<file path="src/rtl/lock_pkg.sv">
package lock_pkg;
  typedef enum logic [1:0] {LS_I = 2'd0, LS_S = 2'd1, LS_E = 2'd2, LS_M = 2'd3} line_st_e;
  typedef enum logic [2:0] {
    ST_IDLE, ST_OWN, ST_READ, ST_MOD, ST_WRITE, ST_UNLOCK
  } lk_state_e;
endpackage

</file>
<file path="src/rtl/lock_method_sel.sv">
module lock_method_sel #(
  parameter int AW          = 32,
  parameter int LINE_BYTES  = 32,
  parameter int SPLIT_BYTES = 8
) (
  input  logic [AW-1:0] addr_i,
  input  logic [1:0]    size_i,
  input  logic          wb_i,
  input  logic          force_bus_i,
  output logic          use_cache_o
);
  localparam int LINE_SH = $clog2(LINE_BYTES);
  localparam int SPL_SH  = $clog2(SPLIT_BYTES);

  logic [AW-1:0] span, last;
  logic          cross_split, cross_line;

  assign span        = (AW'(1) << size_i) - AW'(1);
  assign last        = addr_i + span;
  assign cross_split = (addr_i >> SPL_SH) != (last >> SPL_SH);
  assign cross_line  = (addr_i >> LINE_SH) != (last >> LINE_SH);
  assign use_cache_o = wb_i && !force_bus_i && !cross_split && !cross_line;
endmodule

</file>
<file path="src/rtl/lock_seq_fsm.sv">
module lock_seq_fsm
  import lock_pkg::*;
(
  input  logic       clk_i,
  input  logic       rst_ni,
  input  logic       start_i,
  input  logic       use_cache_i,
  input  logic [1:0] line_state_i,
  input  logic       own_ack_i,
  input  logic       rd_ack_i,
  input  logic       mod_ack_i,
  input  logic       wr_ack_i,
  output logic       own_req_o,
  output logic       rd_req_o,
  output logic       mod_req_o,
  output logic       wr_req_o,
  output logic       bus_lock_o,
  output logic       use_bus_o,
  output logic       busy_o,
  output logic       done_o,
  output logic       line_upd_o,
  output logic [1:0] line_state_o
);
  lk_state_e state_q, state_d;
  logic      bus_q;
  logic      need_own;

  // ownership needed unless line already E or M
  assign need_own = use_cache_i && (line_state_i < 2'(LS_E));

  always_comb begin
    state_d = state_q;
    unique case (state_q)
      ST_IDLE:   if (start_i) state_d = need_own ? ST_OWN : ST_READ;
      ST_OWN:    if (own_ack_i) state_d = ST_READ;
      ST_READ:   if (rd_ack_i)  state_d = ST_MOD;
      ST_MOD:    if (mod_ack_i) state_d = ST_WRITE;
      ST_WRITE:  if (wr_ack_i)  state_d = ST_UNLOCK;
      ST_UNLOCK: state_d = ST_IDLE;
      default:   state_d = ST_IDLE;
    endcase
  end

  always_ff @(posedge clk_i or negedge rst_ni) begin
    if (!rst_ni) begin
      state_q <= ST_IDLE;
      bus_q   <= 1'b0;
    end else begin
      state_q <= state_d;
      if (state_q == ST_IDLE && start_i) bus_q <= !use_cache_i;
    end
  end

  assign own_req_o    = state_q == ST_OWN;
  assign rd_req_o     = state_q == ST_READ;
  assign mod_req_o    = state_q == ST_MOD;
  assign wr_req_o     = state_q == ST_WRITE;
  assign bus_lock_o   = bus_q && (state_q inside {ST_READ, ST_MOD, ST_WRITE});
  assign use_bus_o    = bus_q;
  assign busy_o       = state_q != ST_IDLE;
  assign done_o       = state_q == ST_UNLOCK;
  assign line_upd_o   = done_o && !bus_q;
  assign line_state_o = line_upd_o ? 2'(LS_M) : 2'(LS_I);
endmodule

</file>
<file path="src/rtl/lock_ctrl.sv">
module lock_ctrl #(
  parameter int AW          = 32,
  parameter int LINE_BYTES  = 32,
  parameter int SPLIT_BYTES = 8
) (
  input  logic          clk_i,
  input  logic          rst_ni,
  input  logic          start_i,
  input  logic [AW-1:0] addr_i,
  input  logic [1:0]    size_i,
  input  logic          wb_i,
  input  logic          force_bus_i,
  input  logic [1:0]    line_state_i,
  output logic          own_req_o,
  input  logic          own_ack_i,
  output logic          rd_req_o,
  input  logic          rd_ack_i,
  output logic          mod_req_o,
  input  logic          mod_ack_i,
  output logic          wr_req_o,
  input  logic          wr_ack_i,
  output logic          bus_lock_o,
  output logic          use_bus_o,
  output logic          busy_o,
  output logic          done_o,
  output logic          line_upd_o,
  output logic [1:0]    line_state_o
);
  logic use_cache;

  lock_method_sel #(.AW(AW), .LINE_BYTES(LINE_BYTES), .SPLIT_BYTES(SPLIT_BYTES)) i_sel (
    .addr_i      (addr_i),
    .size_i      (size_i),
    .wb_i        (wb_i),
    .force_bus_i (force_bus_i),
    .use_cache_o (use_cache)
  );

  lock_seq_fsm i_fsm (
    .clk_i        (clk_i),
    .rst_ni       (rst_ni),
    .start_i      (start_i),
    .use_cache_i  (use_cache),
    .line_state_i (line_state_i),
    .own_ack_i    (own_ack_i),
    .rd_ack_i     (rd_ack_i),
    .mod_ack_i    (mod_ack_i),
    .wr_ack_i     (wr_ack_i),
    .own_req_o    (own_req_o),
    .rd_req_o     (rd_req_o),
    .mod_req_o    (mod_req_o),
    .wr_req_o     (wr_req_o),
    .bus_lock_o   (bus_lock_o),
    .use_bus_o    (use_bus_o),
    .busy_o       (busy_o),
    .done_o       (done_o),
    .line_upd_o   (line_upd_o),
    .line_state_o (line_state_o)
  );
endmodule

</file>
<file path="config.mk">
export PLATFORM = sky130hd
export DESIGN_NAME = lock_ctrl
export DESIGN_NICKNAME = d
export VERILOG_FILES = /design/src/rtl/lock_pkg.sv /design/src/rtl/lock_method_sel.sv /design/src/rtl/lock_seq_fsm.sv /design/src/rtl/lock_ctrl.sv
export SDC_FILE = /design/constraint.sdc
export NUM_CORES = 1
export LEC_CHECK = 0
export BUFFER_PORTS_ARGS = -buffer_cell sky130_fd_sc_hd__buf_2
export CAP_MARGIN = 40
export CORE_AREA = 2 2 81 83
export DETAILED_ROUTE_END_ITERATION = 12
export DIE_AREA = 0 0 83 85
export GPL_TIMING_DRIVEN = 0
export PLACE_DENSITY = 0.82
export SLEW_MARGIN = 5
export SYNTH_ARGS = -nofsm -noshare
export SYNTH_HDL_FRONTEND = slang
export SYNTH_SLANG_ARGS = --single-unit
export TNS_END_PERCENT = 50
</file>
<file path="constraint.sdc">
create_clock -name clk_i -period 1.8 [get_ports clk_i]
set_clock_uncertainty 0.1 [all_clocks]
set_input_delay 0.18 -clock clk_i [delete_from_list [all_inputs] [get_ports clk_i]]
set_output_delay 0.18 -clock clk_i [all_outputs]
set_load 0.03 [all_outputs]
</file>
==> results.rst <==
.. list-table::
   :header-rows: 1

   * - Metric
     - Value
   * - Number of nets with antenna violations after detailed routing
     - 0
   * - Number of clock buffers inserted by TritonCTS
     - 3
   * - Area overhead of the layout relative to synthesis
     - 19.64%
   * - DP Worst Slack
     - -1685 ps
   * - Sequential Area
     - 100.1 sq um
   * - Highest clock frequency the design can meet
     - 320.8 MHz
   * - Min cycle time layout
     - 3117 ps
   * - Post-detailed-routing wire length
     - 9.699 mm
   * - Count of non-filler cells in the finished layout
     - 598
   * - Vias per cell
     - 6.207
   * - Sequential area share after synthesis
     - 0.03307
   * - Setup total negative slack
     - -3822 ps
   * - Logic gate share of total power
     - 0.838
   * - Worst Setup Start Kind
     - input port
   * - Number of setup violations in the final report
     - 3
   * - Share of total power in the clock network
     - 0.084
   * - Pwr per Cell Area
     - 629.9 nW/um^2
   * - Max-cap violations
     - 0
   * - Number of global-route vias before repair
     - 3524
   * - Synthesized Nets
     - 537
   * - Number of flip-flops and latches in the synthesized netlist
     - 4
   * - First drt pass iteration count
     - 5
   * - Max-slew headroom
     - 0.6177
   * - Global-route wire length before repair
     - 16.08 mm
   * - Worst setup slack after layout
     - -1317 ps
   * - Antenna Cells
     - 0
   * - I/O Pins
     - 56
   * - CORE AREA
     - 6205 sq um
   * - Result of the run
     - complete, but fails checks
   * - Unrepaired setup endpoints after global routing
     - yes
   * - X dimension of the die
     - 83 microns
   * - Main synth FF type
     - sky130_fd_sc_hd__dfrtp_1
   * - Cell internal pwr
     - 1.023 mW
   * - Weighted congestion at the end of routability-driven global placement
     - 0.9310
   * - Mapped Cells
     - 460
   * - Routed wirelength normalized by instance count
     - 16.22 microns
   * - Global route overflow
     - 0
   * - Cell Area, Placed
     - 3388 sq um
   * - Buffers from clock root to sink, at most
     - 2
   * - Overall die area
     - 7055 sq um
   * - Switching share of total power
     - 0.5516
   * - Fin nets
     - 600
   * - Clock latency reported for the late side of the worst-skew pair
     - 220 ps
   * - Number of DRC markers after the initial detailed-route iteration
     - 275
   * - Root buffer cell
     - sky130_fd_sc_hd__clkbuf_8
   * - Placement row count
     - 29
   * - Arrival time at the worst endpoint
     - 3110 ps
   * - Synthesized area divided by synthesized cell count
     - 6.580 sq um
   * - Type of the tightest min-delay check
     - in -> reg
   * - Pin count of the biggest net entering global routing
     - 11
   * - Finished layout cell area
     - 3621 sq um
   * - EDFF count, synth
     - 0
   * - Netlist area before placement
     - 3027 sq um
   * - Initial antenna violation count
     - 0
   * - Effective utilization at floorplan
     - 0.4878
   * - Number of library cell types mapped by synthesis
     - 59
   * - Number of remaining DRC errors
     - 0
   * - Number of buffer cells added on primary ports
     - 53
   * - Slew at the pin closest to its max-slew limit
     - 567.5 ps
   * - Filler cells
     - 629
   * - YS warnings
     - 0
   * - Seq pwr share
     - 0.078
   * - Share of final-layout standard cells stronger than drive strength 1
     - 0.1823
   * - Maximum net fanout on the critical path
     - 3
   * - Required time worst endpoint
     - 1790 ps
   * - Area occupied by multi-input gates
     - 2783 sq um
   * - Fraction of registers with async set/reset
     - 1.000
   * - Type of the setup path with the least slack
     - in -> reg
   * - Global-route usage over all layers
     - 0.2671
   * - Estimated wirelength of the detail-placed design
     - 7.843 mm
   * - Die Span Y
     - 85 microns
   * - Static Leak
     - 1.555 nW
   * - Net Switching
     - 1.258 mW
   * - Clock tree from TritonCTS
     - yes
   * - Post-placement cell count
     - 590
   * - Final hold violation count
     - 0
   * - Depth of the CTS H-tree
     - 1
   * - Clk sink count
     - 4
   * - Portion of the clock cycle consumed by the worst path in the final layout
     - 1.732
   * - Clock slew at the register clock pins of the worst setup and hold paths
     - 30 ps
   * - Violated checks
     - negative setup slack
   * - Capturing element type of the critical path
     - register
   * - Worst supply voltage drop on vdd
     - 0.5738 mV
   * - Via total after detailed routing
     - 3712
   * - Number of slew-limit violations in the final report
     - 0
## metrics by stage
| stage | power, mW | hold WS, ps | util |
|---|---|---|---|
| after global placement | 1.879 | -112.6 | 0.5461 |
| after floorplan | 1.480 | -215.6 | - |
| after global routing | 2.470 | 98.78 | 0.5836 |
| after detailed placement | 1.931 | -110.6 | 0.5461 |
| final | 2.281 | 84.30 | 0.5836 |
| after CTS | 2.179 | 89.43 | 0.5697 |
## cells in the final DEF (no fill, tap or decap), types with 6 or more instances in the layout
cell type and n:
sky130_fd_sc_hd__a211oi_1 8, sky130_fd_sc_hd__a21o_1 8, sky130_fd_sc_hd__a21oi_1 35, sky130_fd_sc_hd__a22oi_1 6
sky130_fd_sc_hd__buf_2 49, sky130_fd_sc_hd__buf_4 9, sky130_fd_sc_hd__clkbuf_1 16, sky130_fd_sc_hd__ha_1 29
sky130_fd_sc_hd__inv_1 43, sky130_fd_sc_hd__mux2i_1 9, sky130_fd_sc_hd__nand2_1 40, sky130_fd_sc_hd__nand3_1 8
sky130_fd_sc_hd__nand4_1 19, sky130_fd_sc_hd__nor2_1 24, sky130_fd_sc_hd__nor2b_1 12, sky130_fd_sc_hd__nor3_1 12
sky130_fd_sc_hd__o211ai_1 9, sky130_fd_sc_hd__o21a_1 6, sky130_fd_sc_hd__o21ai_0 28, sky130_fd_sc_hd__o21ai_1 7
sky130_fd_sc_hd__xnor2_1 26, sky130_fd_sc_hd__xor2_1 10
## path summary, 6_finish.rpt
path                                              start                      endpoint  slack [ps]  cells after the start
min reg2reg                 i_fsm.use_bus_o$_DFFE_PN0P_   i_fsm.use_bus_o$_DFFE_PN0P_         520                      2
max                                           size_i[0]  i_fsm.state_q[1]$_DFFE_PN0P_       -1320                     14
min                                           mod_ack_i  i_fsm.state_q[2]$_DFFE_PN0P_          80                      2
max reg2reg                i_fsm.state_q[0]$_DFFE_PN0P_  i_fsm.state_q[0]$_DFFE_PN0P_         180                      7
max in group asynchronous                        rst_ni   i_fsm.use_bus_o$_DFFE_PN0P_        1240                      2
min in group asynchronous                        rst_ni  i_fsm.state_q[1]$_DFFE_PN0P_         240                      2
## kinds of logic (layout without fill, tap and decap cells)
group | count (synthesis) | count (layout) | share of synthesized area
flops | 4 | 4 | 0.03307
fa+ha+maj | 32 | 32 | 0.1323
xor+xnor | 36 | 36 | 0.1042
mux | 10 | 10 | 0.03349
compound gates | 151 | 151 | 0.3282
simple gates | 161 | 161 | 0.2840
buf+inv | 66 | 127 | 0.08474
## cells in the mapped netlist (all sizes together) (3+ instances only)
| cell type | number | area, sq um |
|---|---|---|
| o31a | 3 | 26.28 |
| o211ai | 9 | 67.56 |
| o21ai | 35 | 175.2 |
| a21oi | 38 | 190.2 |
| a211oi | 10 | 75.07 |
| nand3b | 5 | 37.54 |
| dfrtp | 4 | 100.1 |
| nand3 | 8 | 40.04 |
| xnor2 | 26 | 227.7 |
| and2 | 4 | 25.02 |
| and4 | 3 | 26.28 |
| nor2 | 25 | 93.84 |
| nor3 | 12 | 60.06 |
| xor2 | 10 | 87.58 |
| a31oi | 3 | 18.77 |
| o21a | 6 | 45.04 |
| a22oi | 6 | 45.04 |
| inv | 44 | 165.2 |
| nor4 | 7 | 50.05 |
| nor3b | 6 | 50.05 |
| a21o | 8 | 60.06 |
| o22ai | 3 | 18.77 |
| ha | 32 | 400.4 |
| a2111oi | 4 | 35.03 |
| nand4 | 19 | 118.9 |
| nor2b | 13 | 81.33 |
| buf | 3 | 20.01 |
| mux2i | 9 | 90.09 |
| a221oi | 3 | 32.53 |
| o2111ai | 3 | 26.28 |
| or3 | 3 | 18.77 |
| o31ai | 3 | 22.52 |
| nand2 | 41 | 153.9 |
| or2 | 5 | 31.28 |
| clkbuf | 19 | 71.32 |
| and3 | 3 | 18.77 |
## flip-flops by register name, summed over array words and instances (netlist names)
signal and count:
i_fsm.state_q 3, i_fsm.use_bus_o 1
## per-layer routing
metal	up-vias	GRT usage	wire, microns
li1	1821	-	-
met5	-	0	0
met2	149	0.4787	4743
met3	28	0.01654	490
met4	0	0.1073	389
met1	1714	0.3341	4075
## critical path, cell delays in order
cell                       delay [ps]
sky130_fd_sc_hd__buf_8             90
sky130_fd_sc_hd__or2b_1           240
sky130_fd_sc_hd__ha_4             280
sky130_fd_sc_hd__inv_4             30
sky130_fd_sc_hd__ha_4             250
sky130_fd_sc_hd__or2b_4           280
sky130_fd_sc_hd__o32a_1           320
sky130_fd_sc_hd__a21o_1           200
sky130_fd_sc_hd__o31a_1           290
sky130_fd_sc_hd__a221oi_2         280
sky130_fd_sc_hd__o21ai_1          120
sky130_fd_sc_hd__nor4_2           190
sky130_fd_sc_hd__nor3b_2          270
sky130_fd_sc_hd__a21oi_1           90
## final cells by class
class,instances,area share
plain buffers,22,0.02764
clock buffers,3,0.01140
inverters,44,0.04630
multi-input cells,390,0.7685
flip-flops and latches,4,0.02764
well taps,77,0.02661
repair buffers,58,0.09191
## power by group through the flow
stage	registers, mW	clock network [mW]	logic, mW
detailed placement	0.169	0	1.76
global placement	0.168	0	1.71
finish	0.179	0.191	1.91
global route	0.182	0.197	2.09
floorplan	0.185	0	1.30
CTS	0.170	0.190	1.82
## what timing repair did
item	in CTS	in global routing
hold buffers	1	0
pin swaps	7	12
setup buffers	3	1
resized for setup	19	23
hold endpoints to repair	4	0
endpoints found under the setup margin	7	8
Note: power is estimated with default switching activity, not from simulation.
